[src/rtl/hzd_pkg.sv]
package hzd_pkg;
   typedef enum logic [1:0] {
      SEL_REGFILE = 2'b00,
      SEL_MEMWB   = 2'b01,
      SEL_EXMEM   = 2'b10
   } opnd_sel_e;
   localparam int SEL_W = 2;
endpackage

[src/rtl/hzd_src_cmp.sv]
module hzd_src_cmp #(
   parameter int AW        = 5,
   parameter bit ZERO_HARD = 1'b1
) (
   input  logic [AW-1:0] src,
   input  logic          src_used,
   input  logic [AW-1:0] ex_rd,
   input  logic          ex_wen,
   input  logic [AW-1:0] mem_rd,
   input  logic          mem_wen,
   output logic          hit_ex,
   output logic          hit_mem
);
   logic live;

   generate
      if (ZERO_HARD) begin : g_zero_hard
         assign live = src_used && (src != '0);
      end else begin : g_zero_soft
         assign live = src_used;
      end
   endgenerate

   assign hit_ex  = live && ex_wen  && (ex_rd  == src);
   assign hit_mem = live && mem_wen && (mem_rd == src);
endmodule

[src/rtl/hzd_fwd_pick.sv]
module hzd_fwd_pick
   import hzd_pkg::*;
(
   input  logic      hit_ex,
   input  logic      hit_mem,
   input  logic      ex_is_load,
   output opnd_sel_e sel,
   output logic      load_use
);
   always_comb begin
      load_use = hit_ex && ex_is_load;
      if (hit_ex)       sel = SEL_EXMEM;
      else if (hit_mem) sel = SEL_MEMWB;
      else              sel = SEL_REGFILE;
   end
endmodule

[src/rtl/hzd_sel_reg.sv]
module hzd_sel_reg #(
   parameter int NSRC = 2,
   parameter int SW   = 2
) (
   input  logic               clk,
   input  logic               rst_n,
   input  logic               kill,
   input  logic [NSRC*SW-1:0] sel_d,
   output logic [NSRC*SW-1:0] sel_q
);
   for (genvar s = 0; s < NSRC; s++) begin : g_slot
      always_ff @(posedge clk or negedge rst_n) begin
         if (!rst_n)    sel_q[s*SW +: SW] <= '0;
         else if (kill) sel_q[s*SW +: SW] <= '0;
         else           sel_q[s*SW +: SW] <= sel_d[s*SW +: SW];
      end
   end
endmodule

[src/rtl/hazard_interlock.sv]
module hazard_interlock
   import hzd_pkg::*;
#(
   parameter int AW        = 5,
   parameter bit ZERO_HARD = 1'b1
) (
   input  logic          clk,
   input  logic          rst_n,
   input  logic [AW-1:0] id_rs1,
   input  logic [AW-1:0] id_rs2,
   input  logic          id_rs1_used,
   input  logic          id_rs2_used,
   input  logic [AW-1:0] ex_rd,
   input  logic          ex_wen,
   input  logic          ex_is_load,
   input  logic [AW-1:0] mem_rd,
   input  logic          mem_wen,
   output logic          hold,
   output logic          kill,
   output logic [1:0]    ex_fwd_a,
   output logic [1:0]    ex_fwd_b
);
   localparam int NSRC = 2;

   generate
      if (AW < 1) begin : g_bad_aw
         $error("hazard_interlock: AW must be at least 1");
      end
   endgenerate

   logic [NSRC-1:0][AW-1:0] src;
   logic [NSRC-1:0]         used;
   logic [NSRC-1:0]         hit_ex, hit_mem, load_use;
   opnd_sel_e [NSRC-1:0]    sel;
   logic [NSRC*SEL_W-1:0]   sel_d, sel_q;

   assign src[0]  = id_rs1;
   assign src[1]  = id_rs2;
   assign used[0] = id_rs1_used;
   assign used[1] = id_rs2_used;

   for (genvar s = 0; s < NSRC; s++) begin : g_src
      hzd_src_cmp #(.AW(AW), .ZERO_HARD(ZERO_HARD)) u_cmp (
         .src     (src[s]),
         .src_used(used[s]),
         .ex_rd   (ex_rd),
         .ex_wen  (ex_wen),
         .mem_rd  (mem_rd),
         .mem_wen (mem_wen),
         .hit_ex  (hit_ex[s]),
         .hit_mem (hit_mem[s])
      );
      hzd_fwd_pick u_pick (
         .hit_ex    (hit_ex[s]),
         .hit_mem   (hit_mem[s]),
         .ex_is_load(ex_is_load),
         .sel       (sel[s]),
         .load_use  (load_use[s])
      );
      assign sel_d[s*SEL_W +: SEL_W] = sel[s];
   end

   assign hold = |load_use;
   assign kill = |load_use;

   hzd_sel_reg #(.NSRC(NSRC), .SW(SEL_W)) u_sel (
      .clk  (clk),
      .rst_n(rst_n),
      .kill (kill),
      .sel_d(sel_d),
      .sel_q(sel_q)
   );

   assign ex_fwd_a = sel_q[0 +: SEL_W];
   assign ex_fwd_b = sel_q[SEL_W +: SEL_W];
endmodule

[config.mk]
export PLATFORM = sky130hd
export DESIGN_NAME = hazard_interlock
export DESIGN_NICKNAME = d
export VERILOG_FILES = /design/src/rtl/hzd_pkg.sv /design/src/rtl/hzd_src_cmp.sv /design/src/rtl/hzd_fwd_pick.sv /design/src/rtl/hzd_sel_reg.sv /design/src/rtl/hazard_interlock.sv
export SDC_FILE = /design/constraint.sdc
export NUM_CORES = 1
export LEC_CHECK = 0
export ABC_AREA = 1
export BUFFER_PORTS_ARGS = -buffer_cell sky130_fd_sc_hd__buf_2
export CAP_MARGIN = 30
export CORE_UTILIZATION = 47
export DETAILED_ROUTE_END_ITERATION = 6
export GPL_ROUTABILITY_DRIVEN = 0
export GPL_TIMING_DRIVEN = 1
export PLACE_DENSITY_LB_ADDON = 0.08
export SLEW_MARGIN = 20
export SYNTH_ARGS = -nofsm -noshare
export SYNTH_HDL_FRONTEND = slang
export SYNTH_HIERARCHICAL = 1
export SYNTH_SLANG_ARGS = --single-unit
[constraint.sdc]
create_clock -name clk -period 1.9 [get_ports clk]
set_input_delay 0.19 -clock clk [delete_from_list [all_inputs] [get_ports clk]]
set_output_delay 0.19 -clock clk [all_outputs]
set_load 0.01 [all_outputs]
==> results of run 1 <==
synth_stat cells:
cell type / instances
inv_2: 4
nand2_1: 61
inv_1: 34
nand3_1: 6
o21ai_0: 2
dfrtp_1: 4
nor2_1: 26
buf_4: 3
cells by family after synthesis:
logic type	count (synthesis)	share of synthesized area
flip-flops	4	0.158
buffers and inverters	41	0.261
AO/OA/AOI/OAI	2	0.0158
AND/OR/NAND/NOR	93	0.564
worst max-delay path, stage by stage:
cell and delay (ns):
buf_2 0.11, inv_1 0.10, nor2_1 0.05, nor2_1 0.12
nand3_1 0.09, nor2_1 0.20, nand2_1 0.08, inv_1 0.05
inv_1 0.03, nand2_1 0.12, buf_2 0.16
report_power, final:
part	internal (W)	leakage [nW]	switching [W]	total, W
sequential	0.0000867	0.0557	0.000000318	0.0000871
combinational	0.0000486	0.553	0.0000695	0.000118
clock	0.0000705	0.0138	0.0000325	0.000103
per-layer routing:
metal | up-vias | share of wire | routed length [µm]
li1 | 457 | - | -
met1 | 367 | 0.42 | 667
met2 | 38 | 0.49 | 787
met3 | 0 | 0.091 | 146
met4 | 0 | 0 | 0
met5 | - | 0 | 0
stage by stage:
| stage | util | worst slack [ns] | area [µm²] | cells |
|---|---|---|---|---|
| 2_1_floorplan | - | 0.646 | 632 | 140 |
| 3_3_place_gp | 0.672 | 0.468 | 787 | 183 |
| 3_5_place_dp | 0.672 | 0.437 | 787 | 183 |
| 4_1_cts | 0.700 | 0.428 | 820 | 187 |
| 5_1_grt | 0.700 | 0.269 | 820 | 187 |
| 6_report | 0.700 | 0.392 | 820 | 187 |
worst max path at each step:
| stage | startpoint | endpoint | slack [ns] | cells past startpoint |
|---|---|---|---|---|
| after global routing | ex_rd[4] | kill | 0.27 | 12 |
| after detailed placement | id_rs2[4] | hold | 0.44 | 12 |
| after global placement | ex_rd[1] | kill | 0.47 | 12 |
| final | id_rs2[3] | kill | 0.39 | 11 |
| after floorplan | id_rs1[2] | kill | 0.65 | 11 |
| after CTS | id_rs2[4] | kill | 0.43 | 12 |
area by class of cell:
type / instances / share of cell area
clock buffers: 3 / 0.0275
multi-input cells: 95 / 0.447
flip-flops and latches: 4 / 0.122
well taps: 14 / 0.0214
repair buffers: 33 / 0.208
inverters: 38 / 0.174
==> flow_summary.ini, run 1 <==
[sta]
fmax_ghz = 0.663
setup_tns_ns = 0
finalSetupViolations = 0
relSlewSlack = 0.844
slew_viol_final = 0
whs_ns = 0.289
rsz0062_at_grt = no
timing_worst_slew_pin_value_ns = 0.233
hold_violations = 0
finalCritPeriodShare = 0.794
post-route-min-period_ns = 1.51

[floorplan]
dieHeight_um = 38.7
dieWidth_um = 38.7
rows = 12
io_pins = 33
dieArea_um2 = 1490
initial_core_util = 0.540
core_um2 = 1170

[cells_and_area]
multi_input_area_um2 = 367
top_regs = u_sel/sel_q (4)
regArea_um2 = 100
top_register = u_sel/sel_q
drive_gt1_frac = 0.225
final_common_cell = nand2_1
diodes = 0
syn_to_final_growth_pct = 29.7
final_cell_mix = nand2_1, inv_1, buf_2
fill_cells = 117
largest_reg_flops = 4
layout.nets = 202

[synthesis]
synth_cell_type_count = 8
ys_ff_latch = 4
yosysWarningCount = 6
synth_area_leaders = nand2_1, inv_1, dfrtp_1, nor2_1, nand3_1
synthCells = 140
syn_nets = 167
synth_top_area_share = 0.362
synth_top_area_cell = nand2_1
syn_area_per_cell_um2 = 4.51
syn_area_um2 = 632
ys_seq_area_frac = 0.158

[grt]
grt_first_pass_wirelength_mm = 2.63
globalRouteMet1Util = 0.295
first_global_vias = 699
use_met3 = 0.0462
antenna_found_initial = 0
met2_usage = 0.442
grt-ovfl-total = 0
globalRouteTotalUtil = 0.246
grt_max_degree = 7
busiest_layer = met2

[cts]
cts_max_level = 1
post_cts_buffers = 0
postCtsHoldBufs = 1
numClockSinks = 4
cts_made_buffers = 3
clk_path_buf_depth = 2
clk_pin_slew_ns = 0.04
cts_tree = built
cts_resized = 0
clock-root-buffer = clkbuf_4

[route]
dr.pass1.iters = 4
drt_iter0_drc = 21
drc_errors = 0
wl_mm = 1.60
post_drt_via_cell_ratio = 4.61
ant_nets = 0
vias = 862
wl_per_cell_um = 8.56

[power]
pwr_density_cell_nw_per_um2 = 376
leakage_nw = 0.622
irDropWorstVdd_mv = 0.145
power.total_w = 0.000308

[critical_path]
critPathKind = in -> out
cp.arrival_ns = 1.32
cp-start-kind = input pin
endpoint_kind = primary output
cp_data_required_time_ns = 1.71
crit_fanout = 6

[placed_design]
port-buffer-count = 32
dpl.hpwl_mm = 1.34

[status]
status = completed

[min_path]
hold_class = in -> async

[job]
cap_violations = 0
No activity file was read; power rests on OpenSTA's default activity.
==> run 2: changes to the inputs <==
Settings changed: CORE_UTILIZATION 47 to 44.
Clock period 1.9 ns to 1.5 ns, I/O delays scaled along.
==> run 2 against run 1 <==
  * Non-clock buffer count did not move
  * Worst hold slack got worse by 0.034 ns
  * Setup slack got worse by 0.22 ns
  * Core utilization fell by 7.3 points
  * Final cell count rose by 0.53%
  * Sequential share of layout area fell by 0.093 points
  * Global-route usage fell by 3.3 points
  * Count of clock-buffer cells in the layout did not move
  * Wire length fell by 11%
  * Die area rose by 6.5%
  * Critical endpoint is now hold
==> flow_summary.ini, run 2 (same netlist as run 1, synthesis figures left out) <==
[power]
power.total_w = 0.000385
leakage_nw = 0.621
p_int_w = 0.000261
pwr-share-clk = 0.335
irDropWorstVdd_mv = 0.160
p_seq_frac = 0.286
pwr_density_cell_nw_per_um2 = 466
comb_power_share = 0.380
p_switching_w = 0.000124
p_sw_frac = 0.323

[route]
dr.pass1.iters = 4
drt-met1-wl_um = 680
ant_nets = 0
drt_iter0_drc = 13
dr_wl_met3_um = 59
post_drt_via_cell_ratio = 4.28
drc_errors = 0
wl_mm = 1.42
vias = 804
top_layer_used = met3
wl_per_cell_um = 7.54
wl_met2_um = 677

[critical_path]
crit_slowest_cell = o21ai_0
cp-start-kind = input pin
worst_path_most_repeated_cell = inv_1
critPathTopFamily = buffers and inverters
cp_data_required_time_ns = 1.35
cp_slowest_stage_delay_ns = 0.25
endpoint_kind = primary output
critPathKind = in -> out
timing.critical_path.buf_inv = 5
cp.arrival_ns = 1.18
crit_fanout = 6
cp_cell_sequence = buf_2, inv_1, nand3_1, o21ai_0, nor2_2, nand2_1, inv_1, inv_1, nand2_2, buf_2

[cts]
numClockSinks = 4
cts_max_level = 1
cts_tree = built
clk_pin_slew_ns = 0.04
cts_made_buffers = 3
clk_path_buf_depth = 2
clock-root-buffer = clkbuf_4

[sta]
slew_viol_final = 0
post-route-min-period_ns = 1.33
fmax_ghz = 0.754
timing_worst_slew_pin_value_ns = 0.266
rsz0062_at_grt = no
finalCritPeriodShare = 0.885
relSlewSlack = 0.821
setup_tns_ns = 0
finalSetupViolations = 0
hold_violations = 0

[cells_and_area]
final_cells = 188
largest_reg_flops = 4
diodes = 0
regArea_um2 = 100
syn_to_final_growth_pct = 30.7
final_cell_mix = nand2_1, inv_1, buf_2
drive_gt1_frac = 0.237
fill_cells = 136
final_common_cell = nand2_1
stdcell_area_um2 = 826
post-route-util = 0.627
top_register = u_sel/sel_q
layout.nets = 202
top_regs = u_sel/sel_q (4)
multi_input_area_um2 = 372

[placed_design]
dpl.hpwl_mm = 1.23
port-buffer-count = 32
place_area_um2 = 788
dp.cells = 184

[floorplan]
io_pins = 33
dieWidth_um = 39.9
dieHeight_um = 39.9
rows = 13
initial_core_util = 0.480
core_um2 = 1320
dieArea_um2 = 1590

[grt]
grt-ovfl-total = 0
first_global_vias = 647
grt_first_pass_wirelength_mm = 2.30
grt_max_degree = 7
antenna_found_initial = 0
globalRouteTotalUtil = 0.213

[job]
cap_violations = 0

[min_path]
hold_class = in -> async

[status]
status = completed
-- run 2: routing by layer --
| layer | track usage | up-vias |
|---|---|---|
| li1 | - | 456 |
| met4 | 0.0517 | 0 |
| met2 | 0.379 | 21 |
| met5 | 0 | - |
| met1 | 0.257 | 327 |
| met3 | 0.0341 | 0 |
-- run 2: final cells by class --
class                   instances  area share
multi-input cells              95       0.450
repair buffers                 33       0.206
inverters                      38       0.173
flip-flops and latches          4       0.121
clock buffers                   3      0.0273
well taps                      15      0.0227
-- run 2: power groups by stage --
stage / clock network [W] / registers (W) / logic (W)
after floorplan: 0 / 0.000112 / 0.0000780
after global placement: 0 / 0.000111 / 0.000142
after detailed placement: 0 / 0.000111 / 0.000144
after CTS: 0.000136 / 0.000110 / 0.000146
after global routing: 0.000146 / 0.000110 / 0.000172
final: 0.000129 / 0.000110 / 0.000146
-- run 2: final timing paths --
kind	end	slack [ns]	from	depth (start not counted)
worst max-delay path	hold	0.17	id_rs1[4]	10
max in group asynchronous	u_sel/sel_q[1]$_DFF_PN0_	1.13	rst_n	2
worst min-delay path	u_sel/sel_q[3]$_DFF_PN0_	0.26	rst_n	2
min in group clk	u_sel/sel_q[3]$_DFF_PN0_	0.31	id_rs2_used	5
-- run 2: timing repair --
action	CTS	global route
hold buffers	1	0
endpoints found under the hold margin	4	0
endpoints found under the setup margin	0	2
setup buffers	0	0
resized for setup	0	2
-- run 2: metrics by stage --
| step | hold slack [ns] | setup WS, ns |
|---|---|---|
| 6_report | 0.255 | 0.173 |
| 5_1_grt | 0.293 | 0.0308 |
| 4_1_cts | 0.240 | 0.106 |
| 3_5_place_dp | -0.0433 | 0.111 |
| 3_3_place_gp | -0.0474 | 0.153 |
| 2_1_floorplan | -0.146 | 0.326 |
